## src/rtl/cmc_pkg.sv

```systemverilog
package cmc_pkg;
  typedef enum logic [2:0] {
    ST_IDLE,
    ST_EXT,
    ST_IMM,
    ST_EMU_FETCH,
    ST_EMU_RUN
  } cmc_state_e;

  localparam logic [1:0] TAG_NONE = 2'b00;
  localparam logic [1:0] TAG_EXT  = 2'b01;
  localparam logic [1:0] TAG_EMU  = 2'b10;
  localparam logic [1:0] TAG_IMM  = 2'b11;

  localparam int CTRL_DIS_BIT = 5;
  localparam int STAT_OVR_BIT = 2;

  localparam logic [1:0] ADDR_CTRL = 2'd0;
  localparam logic [1:0] ADDR_IMM  = 2'd1;
  localparam logic [1:0] ADDR_STAT = 2'd2;
  localparam logic [1:0] ADDR_RATE = 2'd3;
endpackage

```

## src/rtl/cmc_serializer.sv

```systemverilog
module cmc_serializer #(
  parameter int UC_W  = 8,
  parameter int DIV_W = 8
) (
  input  logic             clk,
  input  logic             rst_n,
  input  logic             start_i,
  input  logic [UC_W-1:0]  word_i,
  input  logic [DIV_W-1:0] div_i,
  output logic             sdat_o,
  output logic             sclk_o,
  output logic             done_o
);
  localparam int BIT_W = (UC_W > 1) ? $clog2(UC_W) : 1;
  localparam logic [BIT_W-1:0] LAST_BIT = BIT_W'(UC_W - 1);

  logic             busy_q, busy_n;
  logic             ph_q, ph_n;
  logic [DIV_W-1:0] cnt_q, cnt_n;
  logic [BIT_W-1:0] bit_q, bit_n;
  logic [UC_W-1:0]  sh_q, sh_n;

  always_comb begin
    busy_n = busy_q;
    ph_n   = ph_q;
    cnt_n  = cnt_q;
    bit_n  = bit_q;
    sh_n   = sh_q;
    done_o = 1'b0;
    if (busy_q) begin
      if (cnt_q == div_i) begin
        cnt_n = '0;
        if (!ph_q) begin
          ph_n = 1'b1;
        end else begin
          ph_n = 1'b0;
          sh_n = {sh_q[UC_W-2:0], 1'b0};
          if (bit_q == LAST_BIT) begin
            busy_n = 1'b0;
            done_o = 1'b1;
          end else begin
            bit_n = bit_q + 1'b1;
          end
        end
      end else begin
        cnt_n = cnt_q + 1'b1;
      end
    end else if (start_i) begin
      busy_n = 1'b1;
      ph_n   = 1'b0;
      cnt_n  = '0;
      bit_n  = '0;
      sh_n   = word_i;
    end
  end

  always_ff @(posedge clk or negedge rst_n) begin
    if (!rst_n) begin
      busy_q <= 1'b0;
      ph_q   <= 1'b0;
      cnt_q  <= '0;
      bit_q  <= '0;
      sh_q   <= '0;
    end else begin
      busy_q <= busy_n;
      ph_q   <= ph_n;
      cnt_q  <= cnt_n;
      bit_q  <= bit_n;
      sh_q   <= sh_n;
    end
  end

  assign sclk_o = busy_q & ph_q;
  assign sdat_o = busy_q & sh_q[UC_W-1];
endmodule

```

## src/rtl/cmc_arbiter.sv

```systemverilog
module cmc_arbiter
  import cmc_pkg::*;
#(
  parameter int CMD_W = 5,
  parameter int UC_W  = CMD_W + 3
) (
  input  logic             clk,
  input  logic             rst_n,
  input  logic             ext_sync_i,
  input  logic             ext_adv_i,
  input  logic [CMD_W-1:0] ext_cmd_i,
  input  logic             ext_dis_i,
  input  logic             imm_go_i,
  input  logic [CMD_W-1:0] imm_code_i,
  input  logic             fifo_empty_i,
  input  logic [CMD_W-1:0] fifo_data_i,
  input  logic             ser_done_i,
  output logic             fifo_rd_o,
  output logic             ser_start_o,
  output logic [UC_W-1:0]  ser_word_o,
  output logic             busy_ext_o,
  output logic             busy_imm_o,
  output logic [1:0]       mode_tag_o,
  output logic             ovr_set_o
);
  localparam logic [CMD_W-1:0] CODE_REPLAY = CMD_W'(1);

  cmc_state_e state_q, state_n;
  logic       accept;

  assign accept = ext_sync_i & ~ext_dis_i;

  always_comb begin
    state_n     = state_q;
    fifo_rd_o   = 1'b0;
    ser_start_o = 1'b0;
    ser_word_o  = '0;
    unique case (state_q)
      ST_IDLE: begin
        if (accept) begin
          ser_start_o = 1'b1;
          ser_word_o  = {TAG_EXT, ext_adv_i, ext_cmd_i};
          state_n     = ST_EXT;
        end else if (imm_go_i) begin
          if (imm_code_i == CODE_REPLAY) begin
            state_n = ST_EMU_FETCH;
          end else begin
            ser_start_o = 1'b1;
            ser_word_o  = {TAG_IMM, 1'b0, imm_code_i};
            state_n     = ST_IMM;
          end
        end
      end
      ST_EXT, ST_IMM: begin
        if (ser_done_i) state_n = ST_IDLE;
      end
      ST_EMU_FETCH: begin
        if (fifo_empty_i) begin
          state_n = ST_IDLE;
        end else begin
          fifo_rd_o   = 1'b1;
          ser_start_o = 1'b1;
          ser_word_o  = {TAG_EMU, 1'b0, fifo_data_i};
          state_n     = ST_EMU_RUN;
        end
      end
      ST_EMU_RUN: begin
        if (ser_done_i) state_n = ST_EMU_FETCH;
      end
      default: state_n = ST_IDLE;
    endcase
  end

  always_ff @(posedge clk or negedge rst_n) begin
    if (!rst_n) state_q <= ST_IDLE;
    else        state_q <= state_n;
  end

  always_comb begin
    busy_ext_o = 1'b0;
    busy_imm_o = 1'b0;
    mode_tag_o = TAG_NONE;
    unique case (state_q)
      ST_EXT: begin
        busy_ext_o = 1'b1;
        mode_tag_o = TAG_EXT;
      end
      ST_EMU_FETCH, ST_EMU_RUN: begin
        busy_ext_o = 1'b1;
        mode_tag_o = TAG_EMU;
      end
      ST_IMM: begin
        busy_imm_o = 1'b1;
        mode_tag_o = TAG_IMM;
      end
      default: ;
    endcase
  end

  assign ovr_set_o = accept & (state_q != ST_IDLE);
endmodule

```

## src/rtl/cmc_host_regs.sv

```systemverilog
module cmc_host_regs
  import cmc_pkg::*;
#(
  parameter int DATA_W = 8,
  parameter int CMD_W  = 5,
  parameter int DIV_W  = 8
) (
  input  logic              clk,
  input  logic              rst_n,
  input  logic              wr_i,
  input  logic [1:0]        addr_i,
  input  logic [DATA_W-1:0] wdata_i,
  input  logic              busy_ext_i,
  input  logic              busy_imm_i,
  input  logic [1:0]        mode_tag_i,
  input  logic              ovr_set_i,
  output logic              ext_dis_o,
  output logic              imm_go_o,
  output logic [CMD_W-1:0]  imm_code_o,
  output logic [DIV_W-1:0]  div_o,
  output logic              ovr_o,
  output logic [DATA_W-1:0] rdata_o
);
  logic [DATA_W-1:0] ctrl_q, ctrl_n;
  logic [DIV_W-1:0]  div_q, div_n;
  logic              ovr_q, ovr_n;
  logic              busy_any;

  assign busy_any = busy_ext_i | busy_imm_i;

  always_comb begin
    ctrl_n = ctrl_q;
    div_n  = div_q;
    ovr_n  = ovr_q;
    if (wr_i && addr_i == ADDR_CTRL) ctrl_n = wdata_i;
    if (wr_i && addr_i == ADDR_RATE && !busy_any) div_n = wdata_i[DIV_W-1:0];
    if (wr_i && addr_i == ADDR_STAT && wdata_i[STAT_OVR_BIT]) ovr_n = 1'b0;
    if (ovr_set_i) ovr_n = 1'b1;
  end

  always_ff @(posedge clk or negedge rst_n) begin
    if (!rst_n) begin
      ctrl_q <= '0;
      div_q  <= '0;
      ovr_q  <= 1'b0;
    end else begin
      ctrl_q <= ctrl_n;
      div_q  <= div_n;
      ovr_q  <= ovr_n;
    end
  end

  assign imm_code_o = wdata_i[CMD_W-1:0];
  assign imm_go_o   = wr_i && (addr_i == ADDR_IMM) && (wdata_i[CMD_W-1:0] != '0);
  assign ext_dis_o  = ctrl_q[CTRL_DIS_BIT];
  assign div_o      = div_q;
  assign ovr_o      = ovr_q;

  always_comb begin
    rdata_o = '0;
    unique case (addr_i)
      ADDR_CTRL: rdata_o = ctrl_q;
      ADDR_IMM:  rdata_o = '0;
      ADDR_STAT: begin
        rdata_o[0]            = busy_ext_i;
        rdata_o[1]            = busy_imm_i;
        rdata_o[STAT_OVR_BIT] = ovr_q;
        rdata_o[4:3]          = mode_tag_i;
      end
      ADDR_RATE: rdata_o[DIV_W-1:0] = div_q;
      default: rdata_o = '0;
    endcase
  end
endmodule

```

## src/rtl/cmd_mode_ctrl.sv

```systemverilog
module cmd_mode_ctrl #(
  parameter int CMD_W  = 5,
  parameter int DATA_W = 8,
  parameter int DIV_W  = 8
) (
  input  logic              clk,
  input  logic              rst_n,
  input  logic [CMD_W-1:0]  ext_cmd_i,
  input  logic              ext_sync_i,
  input  logic              ext_adv_i,
  input  logic [CMD_W-1:0]  fifo_data_i,
  input  logic              fifo_empty_i,
  output logic              fifo_rd_o,
  input  logic              host_wr_i,
  input  logic [1:0]        host_addr_i,
  input  logic [DATA_W-1:0] host_wdata_i,
  output logic [DATA_W-1:0] host_rdata_o,
  output logic              busy_ext_o,
  output logic              busy_imm_o,
  output logic              ser_cmd_o,
  output logic              ser_clk_o
);
  localparam int UC_W = CMD_W + 3;

  logic [1:0]       rs_q;
  logic             rst_int_n;
  logic             ext_dis, imm_go, ovr_set, ovr_q, ser_start, ser_done;
  logic [CMD_W-1:0] imm_code;
  logic [DIV_W-1:0] div;
  logic [UC_W-1:0]  ser_word;
  logic [1:0]       mode_tag;

  always_ff @(posedge clk or negedge rst_n) begin
    if (!rst_n) rs_q <= 2'b00;
    else        rs_q <= {rs_q[0], 1'b1};
  end
  assign rst_int_n = rs_q[1];

  cmc_host_regs #(.DATA_W(DATA_W), .CMD_W(CMD_W), .DIV_W(DIV_W)) regs_i (
    .clk        (clk),
    .rst_n      (rst_int_n),
    .wr_i       (host_wr_i),
    .addr_i     (host_addr_i),
    .wdata_i    (host_wdata_i),
    .busy_ext_i (busy_ext_o),
    .busy_imm_i (busy_imm_o),
    .mode_tag_i (mode_tag),
    .ovr_set_i  (ovr_set),
    .ext_dis_o  (ext_dis),
    .imm_go_o   (imm_go),
    .imm_code_o (imm_code),
    .div_o      (div),
    .ovr_o      (ovr_q),
    .rdata_o    (host_rdata_o)
  );

  cmc_arbiter #(.CMD_W(CMD_W), .UC_W(UC_W)) arb_i (
    .clk          (clk),
    .rst_n        (rst_int_n),
    .ext_sync_i   (ext_sync_i),
    .ext_adv_i    (ext_adv_i),
    .ext_cmd_i    (ext_cmd_i),
    .ext_dis_i    (ext_dis),
    .imm_go_i     (imm_go),
    .imm_code_i   (imm_code),
    .fifo_empty_i (fifo_empty_i),
    .fifo_data_i  (fifo_data_i),
    .ser_done_i   (ser_done),
    .fifo_rd_o    (fifo_rd_o),
    .ser_start_o  (ser_start),
    .ser_word_o   (ser_word),
    .busy_ext_o   (busy_ext_o),
    .busy_imm_o   (busy_imm_o),
    .mode_tag_o   (mode_tag),
    .ovr_set_o    (ovr_set)
  );

  cmc_serializer #(.UC_W(UC_W), .DIV_W(DIV_W)) ser_i (
    .clk     (clk),
    .rst_n   (rst_int_n),
    .start_i (ser_start),
    .word_i  (ser_word),
    .div_i   (div),
    .sdat_o  (ser_cmd_o),
    .sclk_o  (ser_clk_o),
    .done_o  (ser_done)
  );
endmodule

```

## config.mk

```make
export PLATFORM = sky130hd
export DESIGN_NAME = cmd_mode_ctrl
export DESIGN_NICKNAME = d
export VERILOG_FILES = /design/src/rtl/cmc_pkg.sv /design/src/rtl/cmc_serializer.sv /design/src/rtl/cmc_arbiter.sv /design/src/rtl/cmc_host_regs.sv /design/src/rtl/cmd_mode_ctrl.sv
export SDC_FILE = /design/constraint.sdc
export NUM_CORES = 1
export LEC_CHECK = 0
export BUFFER_PORTS_ARGS = -buffer_cell sky130_fd_sc_hd__buf_4
export CAP_MARGIN = 30
export CORE_ASPECT_RATIO = 2
export CORE_MARGIN = 4
export CORE_UTILIZATION = 55
export CTS_BUF_LIST = sky130_fd_sc_hd__clkbuf_4 sky130_fd_sc_hd__clkbuf_8
export DETAILED_ROUTE_END_ITERATION = 8
export GPL_ROUTABILITY_DRIVEN = 0
export PLACE_DENSITY = 0.77
export SLEW_MARGIN = 20
export SYNTH_ARGS = -nofsm -noshare
export SYNTH_HDL_FRONTEND = slang
export SYNTH_HIERARCHICAL = 1
export SYNTH_SLANG_ARGS = --single-unit
```

## constraint.sdc

```tcl
create_clock -name clk -period 1.4 [get_ports clk]
set_input_delay 0.28 -clock clk [delete_from_list [all_inputs] [get_ports clk]]
set_output_delay 0.28 -clock clk [all_outputs]
set_load 0.1 [all_outputs]
```

==> results of run 1 <==
metal layers:
layer,GRT overflow,global-route usage
met2,108,0.9901
met4,54,0.9104
met5,0,0
met3,0,0.5025
met1,0,0.7250
cells by family after synthesis:
| kind of cell | Yosys count | share of synthesized area |
|---|---|---|
| AND/OR/NAND/NOR | 62 | 0.1509 |
| AO/OA/AOI/OAI | 66 | 0.1739 |
| XOR/XNOR | 13 | 0.04358 |
| buffers and inverters | 25 | 0.05603 |
| multiplexers | 27 | 0.1240 |
| flip-flops | 43 | 0.4119 |
| other | 1 | 0.001435 |
| adder cells (fa/ha/maj) | 8 | 0.03832 |
through the flow:
stage / hold WS (ps) / setup slack, ps / instances
4_1_cts: 212.8 / -424.5 / 413
3_3_place_gp: 61.37 / -681.6 / 384
3_5_place_dp: 62.54 / -736.8 / 384
2_1_floorplan: -15.59 / -779.0 / 245
timing repair:
item,in CTS
hold buffers,1
hold endpoints to repair,2
setup endpoints to repair,45
cloned,1
pin swaps,25
gates resized for setup,66
setup buffers,19
==> flow_summary.toml, run 1 <==
[yosys]
synth_seq_cells = 43
yosysWarningCount = 6
synth_nets = 279
synth_largest_area_cell = "dfrtp_1"
yosysMostFrequentCell = "dfrtp_1"
synth_top_area_frac = 0.4119
yosys-top-cells-area = "dfrtp_1 (41%), mux2_4 (4.6%), mux2_2 (3.9%)"
synthCells = 245
postSynth.asyncResetShare = 1.000
synth_flop_cell = "dfrtp_1"
ys_types = 48
synth_common_cells = "dfrtp_1 (43), a21oi_1 (12), nand2_1 (12)"
synth_edf_count = 0
syn_area_um2 = 2613
ys_seq_area_frac = 0.4119
syn_avg_cell_area_um2 = 10.66

[floorplanning]
die_w_um = 56.74
rows = 35
ios = 39
initial_core_util = 0.5682
die_h_um = 105.5

[run_status]
tool.error = "[ERROR GRT-0232] Routing congestion too high. Check the congestion heatmap in the GUI."
stop_stage = "global routing (5_1_grt)"
status = "did not finish"

[global_route]
grt_usage = 0.7687
overflow = 162
grt_max_degree = 42
antenna_found_initial = 1

[placement]
hpwl_um = 5058
portBuffers = 38
placed_area_um2 = 3643

[clock_network]
htreeDepth = 2
clock-sinks = 43
cts_root_buf = "clkbuf_8"
numCtsBuffers = 5
cts_buffer_depth = 2

[timing]
endpoint_type = "top-level output"
worstEndpointGrtRepair = "host_rdata_o[0]"
==> run 2, diff against run 1 <==
- CORE_ASPECT_RATIO: 2 -> unset
- CORE_UTILIZATION: 55 -> 40
- CTS_BUF_LIST: sky130_fd_sc_hd__clkbuf_4 sky130_fd_sc_hd__clkbuf_8 -> unset
- PLACE_DENSITY: 0.77 -> unset
- PLACE_DENSITY_LB_ADDON: unset -> 0.15
==> run 2 against run 1 <==
  * The flow now finishes, with violations (setup timing)
  * Synthesized cell count stayed put
  * Area after synthesis stayed put
==> flow_summary.toml, run 2 <==
[timing]
timing.final.crit_share = 1.324
setup_viol = 43
finalMaxSlewViolations = 0
holdWs_ps = 210.4
clock_skew_ps = 13.80
setup_ws_ps = -453.7
rsz0062_at_grt = "yes"
tns_ps = -14620
layout_min_cycle_time_ps = 1854
maxClockFrequency_mhz = 539.5
hold_viol = 0

[floorplanning]
die_h_um = 88.82
coreArea_um2 = 6350
dieArea_um2 = 7888
ios = 39
initial_core_util = 0.4114
rows = 29
die_w_um = 88.82

[yosys]
yosys-top-cells-area = "dfrtp_1 (41%), mux2_4 (4.6%), mux2_2 (3.9%)"
yosysMostFrequentCell = "dfrtp_1"
postSynth.asyncResetShare = 1.000
synth_edf_count = 0
synth_nets = 279
synth_flop_cell = "dfrtp_1"
synth_top_area_frac = 0.4119
ys_seq_area_frac = 0.4119
synth_seq_cells = 43
synth_common_cells = "dfrtp_1 (43), a21oi_1 (12), nand2_1 (12)"
ys_types = 48
syn_avg_cell_area_um2 = 10.66
synthCells = 245
synth_largest_area_cell = "dfrtp_1"
yosysWarningCount = 6
syn_area_um2 = 2613

[cells_and_area]
mostFrequentLayoutCells = "buf_4 (90), dfrtp_1 (39), buf_6 (19)"
nets = 394
mostFrequentLayoutCell = "buf_4"
syn_to_final_growth_pct = 68.49
fillers = 452
fin_area_um2 = 4402
instances_no_fill = 438
fin_util = 0.6932
antenna_cells = 0
drive_above_1_share = 0.6205

[routing]
ant_nets = 0
wl_per_cell_um = 17.18
vias = 2323
first_pass_iters = 4
post-route-drc-count = 0
finalWirelength_um = 7524
drt_iter0_drc = 78
via_per_inst = 5.304

[critical_path]
reg2reg_depth = 8
crit_fanout = 4
reg2reg_slack_ps = -430
r2r_start = "regs_i/div_o[2]"
reg2reg_to = "arb_i/state_q[2]"
crit_type = "reg -> out"
critPathLaunch = "arb_i/state_q[0]"
crit_path_end = "host_rdata_o[0]"
crit_arrival_ps = 1570
crit_required_ps = 1120
start_kind = "flop"
cp-end-kind = "output port"

[global_route]
grt_max_degree = 42
overflow = 0
grt_usage = 0.2010
antenna_found_initial = 0
grt_pass1_vias = 2516
grt_pass1_wl_um = 12050

[power_and_ir_drop]
swShare = 0.3861
power_density_nw_per_um2 = 1439
p_int_mw = 3.890
finalPower_mw = 6.336
p_leak_nw = 2.104
pwr-share-comb = 0.535
seqPwrFrac = 0.310
ir_drop_uv = 887.0
switchingPower_mw = 2.446
pwr-share-clk = 0.155

[min_path]
holdCritStartpoint = "host_wdata_i[7]"
holdCritPathClass = "in -> reg"

[clock_network]
tritoncts = "yes"
numCtsBuffers = 5
htreeDepth = 2
clock_latency_ps = 300
clk_pin_slew_ps = 90
cts_root_buf = "clkbuf_8"
clock-sinks = 43
cts_buffer_depth = 2

[run_status]
violations = "setup timing"
status = "complete, but fails checks"

[placement]
dp_slack_ps = -711.4
placed_area_um2 = 3656
portBuffers = 38
placedCellCount = 404
hpwl_um = 4853

[job]
drv_cap = 0
==> run 2: how the worst min path moves through the flow <==
| stage | to | cells after the start |
|---|---|---|
| floorplan | rs_q[0] | 0 |
| global placement | rs_q[1] | 1 |
| detailed placement | rs_q[0] | 1 |
| CTS | regs_i/div_o[7] | 2 |
| global route | regs_i/div_o[6] | 2 |
| finish | regs_i/div_o[7] | 2 |
==> run 2: cell type report <==
class                           instances  area, um2  share of cell area
Clock buffer                            5      68.82             0.01563
Clock inverter                          3      43.79            0.009949
Timing Repair Buffer                  125       1205              0.2737
Multi-Input combinational cell        178       1876              0.4261
Sequential cell                        43       1081              0.2456
Tap cell                               77      96.34             0.02189
Inverter                                7      31.28            0.007106
==> run 2: power by group through the flow <==
stage / sequential (mW) / combinational (mW) / clock [mW]
floorplan: 1.96 / 1.83 / 0
CTS: 1.96 / 3.04 / 1.01
global route: 2.02 / 3.63 / 1.05
global placement: 1.95 / 2.71 / 0
finish: 1.96 / 3.39 / 0.980
detailed placement: 1.95 / 2.76 / 0
==> run 2: repair_timing <==
action | 4_1_cts | 5_1_grt
pin swaps | 38 | 18
gates resized for setup | 68 | 26
hold buffers | 1 | 0
buffers inserted | 20 | 6
gates cloned | 1 | 1
hold endpoints to repair | 2 | 0
setup endpoints to repair | 45 | 46
==> run 2: cell families (layout without fill, tap and decap cells) <==
group,Yosys count,in the layout,share of synthesized area
other,1,1,0.001435
buffers and inverters,25,140,0.05603
xor gates and xnor gates,13,13,0.04358
AOI/OAI and AO/OA,66,67,0.1739
DFF,43,43,0.4119
and+or+nand+nor,62,62,0.1509
muxes,27,27,0.1240
adders and majority gates,8,8,0.03832
==> run 2: layer usage <==
metal  share of wire  vias to the layer above  GRT usage
met5               0                        -          0
met4           0.025                        0    0.07143
met3           0.030                       16    0.03724
met2            0.53                       38     0.3603
met1            0.41                     1149     0.2387
li1                -                     1120          -
==> run 2: worst max-delay path: stages, from the launching register on <==
cell	delay [ps]
dfrtp_2	430
buf_6	140
nor2_4	90
nand2_2	90
o21ai_4	80
a22oi_2	100
o21ai_4	160
buf_12	190
Power figures use the tool's default switching activity.
